--- src/rtl/ibb_pkg.sv ---
package ibb_pkg;
  typedef enum logic [1:0] {
    SEL_CTL  = 2'd0,
    SEL_RST  = 2'd1,
    SEL_STAT = 2'd2,
    SEL_DATA = 2'd3
  } reg_sel_e;

  localparam int unsigned HOST_DW    = 64;
  localparam int unsigned HOST_AW    = 5;
  localparam int unsigned HOST_BYTES = HOST_DW / 8;
  localparam int unsigned BUS_AW     = 32;
  localparam int unsigned BUS_DW     = 32;
  localparam int unsigned SZ_W       = 4;

  localparam int unsigned CTL_RD_BIT = 48;
  localparam int unsigned CTL_SZ_LO  = 56;
  localparam int unsigned DONE_BIT   = 11;
  localparam int unsigned RD_LO      = 26;
  localparam int unsigned DATA_LO    = HOST_DW - BUS_DW;

  localparam logic [HOST_DW-1:0] DONE_MASK = 64'd1 << DONE_BIT;

  typedef struct packed {
    logic              we;
    logic [SZ_W-1:0]   size;
    logic [BUS_AW-1:0] addr;
  } bus_op_t;
endpackage

--- src/rtl/ibb_host_regs.sv ---
module ibb_host_regs
  import ibb_pkg::*;
(
  input  logic                clk_i,
  input  logic                rst_ni,
  input  logic                host_req_i,
  input  logic                host_we_i,
  input  logic [HOST_AW-1:0]  host_addr_i,
  input  logic [SZ_W-1:0]     host_size_i,
  input  logic [HOST_DW-1:0]  host_wdata_i,
  output logic                host_ack_o,
  output logic                host_err_o,
  output logic [HOST_DW-1:0]  host_rdata_o,
  input  logic                busy_i,
  input  logic [HOST_DW-1:0]  status_i,
  output logic                launch_o,
  output bus_op_t             op_o,
  output logic                stat_rd_o,
  output logic [BUS_DW-1:0]   data_o
);
  localparam int unsigned OFS_W = $clog2(HOST_BYTES);

  logic              ok;
  reg_sel_e          sel;
  logic [BUS_DW-1:0] data_q;
  logic              ack_q, err_q;
  logic [HOST_DW-1:0] rdata_q;

  assign ok  = host_req_i && (host_size_i == SZ_W'(HOST_BYTES))
               && (host_addr_i[OFS_W-1:0] == '0);
  assign sel = reg_sel_e'(host_addr_i[OFS_W+1:OFS_W]);

  assign launch_o  = ok && host_we_i && (sel == SEL_CTL) && !busy_i;
  assign stat_rd_o = ok && !host_we_i && (sel == SEL_STAT);
  assign op_o.we   = !host_wdata_i[CTL_RD_BIT];
  assign op_o.size = host_wdata_i[CTL_SZ_LO +: SZ_W];
  assign op_o.addr = host_wdata_i[BUS_AW-1:0];
  assign data_o    = data_q;

  always_ff @(posedge clk_i or negedge rst_ni) begin
    if (!rst_ni) begin
      data_q  <= '0;
      ack_q   <= 1'b0;
      err_q   <= 1'b0;
      rdata_q <= '0;
    end else begin
      ack_q   <= host_req_i;
      err_q   <= host_req_i && !ok;
      rdata_q <= '0;
      if (ok && host_we_i && (sel == SEL_DATA))
        data_q <= host_wdata_i[HOST_DW-1:DATA_LO];
      if (ok && !host_we_i) begin
        unique case (sel)
          SEL_STAT: rdata_q <= status_i;
          SEL_DATA: rdata_q <= {data_q, {DATA_LO{1'b0}}};
          default:  rdata_q <= '0;
        endcase
      end
    end
  end

  assign host_ack_o   = ack_q;
  assign host_err_o   = err_q;
  assign host_rdata_o = rdata_q;

  AST_BAD_ACCESS: assert property (@(posedge clk_i) disable iff (!rst_ni)
    host_req_i && !ok |=> host_err_o && host_rdata_o == '0);
  AST_ACK_NEXT: assert property (@(posedge clk_i) disable iff (!rst_ni)
    host_req_i |=> host_ack_o);
  AST_DATA_KEEP: assert property (@(posedge clk_i) disable iff (!rst_ni)
    !(ok && host_we_i) |=> $stable(data_q));
endmodule

--- src/rtl/ibb_bus_master.sv ---
module ibb_bus_master
  import ibb_pkg::*;
(
  input  logic               clk_i,
  input  logic               rst_ni,
  input  logic               launch_i,
  input  bus_op_t            op_i,
  input  logic               stat_rd_i,
  input  logic [BUS_DW-1:0]  data_i,
  output logic               bus_req_o,
  output logic               bus_we_o,
  output logic [BUS_AW-1:0]  bus_addr_o,
  output logic [SZ_W-1:0]    bus_size_o,
  output logic [BUS_DW-1:0]  bus_wdata_o,
  input  logic               bus_ack_i,
  input  logic               bus_err_i,
  input  logic [BUS_DW-1:0]  bus_rdata_i,
  output logic               busy_o,
  output logic [HOST_DW-1:0] status_o
);
  logic               busy_q;
  bus_op_t            op_q;
  logic [BUS_DW-1:0]  wdata_q;
  logic [HOST_DW-1:0] status_q;
  logic [HOST_DW-1:0] rd_word;

  assign rd_word = DONE_MASK |
                   ({{(HOST_DW-BUS_DW){1'b0}}, (bus_err_i ? {BUS_DW{1'b1}} : bus_rdata_i)} << RD_LO);

  always_ff @(posedge clk_i or negedge rst_ni) begin
    if (!rst_ni) begin
      busy_q   <= 1'b0;
      op_q     <= '0;
      wdata_q  <= '0;
      status_q <= '0;
    end else if (launch_i) begin
      busy_q   <= 1'b1;
      op_q     <= op_i;
      wdata_q  <= data_i;
      status_q <= '0;
    end else if (busy_q && bus_ack_i) begin
      busy_q   <= 1'b0;
      status_q <= op_q.we ? DONE_MASK : rd_word;
    end else if (stat_rd_i) begin
      status_q <= '0;
    end
  end

  assign bus_req_o   = busy_q;
  assign bus_we_o    = op_q.we;
  assign bus_addr_o  = op_q.addr;
  assign bus_size_o  = op_q.size;
  assign bus_wdata_o = wdata_q;
  assign busy_o      = busy_q;
  assign status_o    = status_q;

  AST_REQ_HOLD: assert property (@(posedge clk_i) disable iff (!rst_ni)
    bus_req_o && !bus_ack_i |=> bus_req_o && $stable(bus_addr_o) && $stable(bus_wdata_o)
      && $stable(bus_we_o));
  AST_PEND_ZERO: assert property (@(posedge clk_i) disable iff (!rst_ni)
    bus_req_o |-> status_o == '0);
  AST_STAT_CLEAR: assert property (@(posedge clk_i) disable iff (!rst_ni)
    stat_rd_i && !bus_req_o |=> status_o == '0);
  AST_WR_DONE_ONLY: assert property (@(posedge clk_i) disable iff (!rst_ni)
    bus_req_o && bus_ack_i && bus_we_o |=> status_o == DONE_MASK);
  AST_RD_DONE: assert property (@(posedge clk_i) disable iff (!rst_ni)
    bus_req_o && bus_ack_i && !bus_we_o |=> status_o[DONE_BIT]
      && status_o[RD_LO-1:0] == DONE_MASK[RD_LO-1:0]);
endmodule

--- src/rtl/ibus_bridge.sv ---
module ibus_bridge
  import ibb_pkg::*;
(
  input  logic                clk_i,
  input  logic                rst_ni,
  input  logic                host_req_i,
  input  logic                host_we_i,
  input  logic [HOST_AW-1:0]  host_addr_i,
  input  logic [SZ_W-1:0]     host_size_i,
  input  logic [HOST_DW-1:0]  host_wdata_i,
  output logic                host_ack_o,
  output logic                host_err_o,
  output logic [HOST_DW-1:0]  host_rdata_o,
  output logic                bus_req_o,
  output logic                bus_we_o,
  output logic [BUS_AW-1:0]   bus_addr_o,
  output logic [SZ_W-1:0]     bus_size_o,
  output logic [BUS_DW-1:0]   bus_wdata_o,
  input  logic                bus_ack_i,
  input  logic                bus_err_i,
  input  logic [BUS_DW-1:0]   bus_rdata_i
);
  logic               launch, stat_rd, busy;
  bus_op_t            op;
  logic [BUS_DW-1:0]  data;
  logic [HOST_DW-1:0] status;

  ibb_host_regs u_regs (
    .clk_i, .rst_ni, .host_req_i, .host_we_i, .host_addr_i, .host_size_i,
    .host_wdata_i, .host_ack_o, .host_err_o, .host_rdata_o,
    .busy_i(busy), .status_i(status), .launch_o(launch), .op_o(op),
    .stat_rd_o(stat_rd), .data_o(data)
  );

  ibb_bus_master u_mst (
    .clk_i, .rst_ni, .launch_i(launch), .op_i(op), .stat_rd_i(stat_rd),
    .data_i(data), .bus_req_o, .bus_we_o, .bus_addr_o, .bus_size_o,
    .bus_wdata_o, .bus_ack_i, .bus_err_i, .bus_rdata_i,
    .busy_o(busy), .status_o(status)
  );

  AST_RESET_IDLE: assert property (@(posedge clk_i) disable iff (!rst_ni)
    $rose(bus_req_o) |-> $past(host_req_i && host_we_i));
endmodule

--- config.mk ---
export PLATFORM = sky130hd
export DESIGN_NAME = ibus_bridge
export DESIGN_NICKNAME = d
export VERILOG_FILES = /design/src/rtl/ibb_pkg.sv /design/src/rtl/ibb_host_regs.sv /design/src/rtl/ibb_bus_master.sv /design/src/rtl/ibus_bridge.sv
export SDC_FILE = /design/constraint.sdc
export NUM_CORES = 1
export LEC_CHECK = 0
export ABC_AREA = 1
export BUFFER_PORTS_ARGS = -buffer_cell sky130_fd_sc_hd__buf_2
export CAP_MARGIN = 20
export CORE_ASPECT_RATIO = 1.1
export CORE_UTILIZATION = 26
export CTS_BUF_LIST = sky130_fd_sc_hd__clkbuf_4 sky130_fd_sc_hd__clkbuf_8 sky130_fd_sc_hd__clkbuf_16
export CTS_CLUSTER_SIZE = 8
export DETAILED_ROUTE_END_ITERATION = 10
export SETUP_SLACK_MARGIN = 0.1
export SLEW_MARGIN = 20
export SYNTH_ARGS = -nofsm -noshare
export SYNTH_HDL_FRONTEND = slang
export SYNTH_SLANG_ARGS = --single-unit
--- constraint.sdc ---
create_clock -name clk_i -period 2.52 [get_ports clk_i]
set_input_delay 0.63 -clock clk_i [delete_from_list [all_inputs] [get_ports clk_i]]
set_output_delay 0.63 -clock clk_i [all_outputs]
set_load 0.005 [all_outputs]
==> flow_metrics.tcl <==
set metrics [dict create \
    pre_cts_ws_ns 0.378 \
    fp.dieH_um 172 \
    grt_max_degree 69 \
    worst-endpoint-required_ns 1.89 \
    place_inst 1251 \
    cp_slowest_cell "dfrtp_1" \
    p_comb_share_pct 5.7 \
    clock.fmax_ghz 0.587 \
    ys_warn_count 0 \
    finalPower_uw 5980 \
    core_sq_um 26000 \
    crit_type "reg2out" \
    die_area_sq_um 27000 \
    viasPerCell 4.19 \
    drive_gt1_share_pct 29.1 \
    crit_buf_inv 1 \
    avgSynthCellArea_sq_um 9.68 \
    synth_cell_type_count 18 \
    clock_skew_ns 0.0110 \
    worstMarginPinSlew_ns 0.725 \
    rsz0062_at_grt "no" \
    area_growth_pct 30.2 \
    pwr-share-seq_pct 49.5 \
    grt_pass1_wl_um 28000 \
    cts_buffers 17 \
    hold_viol 0 \
    finalCriticalPeriod_ns 1.70 \
    ios 247 \
    p_clk_share_pct 44.8 \
    maxCapViolCount 0 \
    relSlewSlack_pct 51.7 \
    drv_slew 0 \
    fin_nets 1029 \
    powerDensity_nw_per_um2 669 \
    end_kind "output port" \
    wire_per_inst_um 14.0 \
    setup-violations-final 0 \
    fillers 2707 \
    synth_area_sq_um 6860 \
    cts_setup_buffers 0 \
    row_count 62 \
    die_w_um 157 \
    p_sw_share_pct 23.2 \
    grt_usage_pct 13.7 \
    p_sw_uw 1380 \
    p_int_uw 4590 \
    multiInputGateArea_sq_um 1790 \
    crit_chain "buf_2" \
    ctsHoldBuffers 0 \
    setup-tns-final_ns 0 \
    clock_sinks 176 \
    gr-total-overflow 0 \
    num_vias 5377 \
    post-route-period-util_pct 67.6 \
    cp_top_family "flip-flops" \
    status "finished, final reports clean" \
    cts.htree.levels 4 \
    hold_path.class "in2async" \
    drc 0 \
    first_global_vias 5225 \
    clock_latency_ns 0.43 \
    place_area_sq_um 8340 \
    timing.final.ws_setup_ns 0.815 \
    ys_ff_latch 176 \
    yosysSeqAreaShare_pct 64.2 \
    ctsResizeCount 0 \
    dr.pass1.iters 6 \
    fin_cells 1283 \
    antenna_found_initial 0 \
    path_clk_slew_ns 0.07 \
    leakage_uw 0.00500 \
    post-route-cell-area_sq_um 8930 \
    drt-initial-drc-count 284 \
    synth_cells 709 \
    sequential_cell_area_sq_um 4400 \
    max-vdd-ir-drop_v 0.000388 \
    portBuffers 221 \
    root_buffer "clkbuf_16" \
    ant_nets 0 \
    critPathLaunchType "register" \
    crit_arrival_ns 1.07 \
    cts_buffer_depth 2 \
    start_util_pct 26.4 \
    max_stage_delay_ns 0.48 \
    cts_tree "done" \
    place_hpwl_um 11900 \
    cp_max_fo 3 \
    finalWeightedCongestion 0.769 \
    routed_wirelength_um 17900 \
]
## routing by layer
metal | global-route usage, % | share of wire, % | vias to the layer above | wire length (um)
met5 | 0 | 0 | - | 0
met4 | 6.35 | 2.2 | 0 | 394
met3 | 3.28 | 4.9 | 26 | 871
met2 | 22.3 | 48 | 157 | 8640
met1 | 17.1 | 45 | 2555 | 8030
li1 | - | - | 2639 | -
## cells in the final DEF, fill, tap and decap left out
cell / instances
dfrtp_1: 176
diode_2: 1
buf_12: 7
o21ai_1: 16
clkbuf_4: 1
nor2_1: 46
o21ai_0: 90
inv_1: 107
nor2_4: 1
o22ai_1: 26
nand3_4: 1
inv_6: 3
nand3_2: 3
buf_2: 220
nand2_1: 111
a21oi_1: 28
nor2_2: 1
nand4_1: 32
clkbuf_16: 17
nor3_1: 1
clkinvlp_4: 6
conb_1: 25
bufinv_16: 2
nand3_1: 1
clkbuf_8: 3
buf_4: 6
## power by group through the flow
stage | Sequential [uW] | Combinational [uW] | Clock (uW)
2_1_floorplan | 3010 | 159 | 0
3_3_place_gp | 3010 | 342 | 0
3_5_place_dp | 3010 | 348 | 0
4_1_cts | 2960 | 351 | 2780
5_1_grt | 2970 | 397 | 2890
6_report | 2960 | 339 | 2680
## sequential cells by signal, summed over array words and instances (netlist names)
| register | count |
|---|---|
| u_mst.bus_wdata_o | 32 |
| u_regs.host_rdata_o | 39 |
| u_regs.host_ack_o | 1 |
| u_regs.data_o | 32 |
| u_regs.host_err_o | 1 |
| u_mst.bus_req_o | 1 |
| u_mst.status_o | 33 |
| u_mst.bus_we_o | 1 |
| u_mst.bus_size_o | 4 |
| u_mst.bus_addr_o | 32 |
## Yosys cell counts
cell type | number | area (sq um)
nand2_1 | 111 | 417
inv_1 | 107 | 402
buf_2 | 15 | 75.1
nand3_1 | 3 | 15.0
dfrtp_1 | 176 | 4400
o22ai_1 | 26 | 163
nand4_1 | 32 | 200
a21oi_1 | 28 | 140
nor2_4 | 1 | 11.3
o21ai_0 | 90 | 450
o21ai_1 | 16 | 80.1
nand3_2 | 1 | 10.0
buf_4 | 25 | 188
nand3_4 | 1 | 17.5
nor2_1 | 47 | 176
conb_1 | 1 | 3.75
clkbuf_1 | 28 | 105
nor3_1 | 1 | 5.00
## final cells by class
class,instances,share of cell area (%)
sequential,176,49.3
multi-input combinational,382,20.1
timing repair buffer,234,14.6
clock buffer,20,5.15
tap,352,4.93
inverter,107,4.50
clock inverter,11,1.47
antenna,1,0.0280
## metrics by stage
step,hold WS [ns],util (%)
final,0.217,34.4
after global routing,0.233,34.4
after CTS,0.211,34.4
after detailed placement,0.469,32.1
after global placement,0.460,32.1
after floorplan,0.334,-
## cell families (layout without fill, tap and decap cells)
group,count (synthesis),in the layout,synth area share [%]
buffers and inverters,175,372,11.2
flip-flops,176,176,64.2
other,1,26,0.0546
AO/OA/AOI/OAI,160,160,12.1
AND/OR/NAND/NOR,197,197,12.4
## final timing paths
kind | start | to | slack [ns] | cells after the start
worst min register to register | u_mst.bus_wdata_o[19] | u_mst.bus_wdata_o[19] | 0.48 | 2
worst max register to register | u_mst.bus_req_o | u_mst.bus_addr_o[4] | 0.86 | 5
max in group asynchronous | rst_ni | u_regs.host_rdata_o[46] | 1.66 | 2
worst max-delay path | u_mst.bus_we_o | bus_we_o | 0.82 | 1
worst min-delay path | rst_ni | u_mst.bus_addr_o[29] | 0.22 | 1
min in group clk_i | host_req_i | u_regs.host_ack_o | 0.35 | 1
Note: power is estimated with default switching activity, not from simulation.
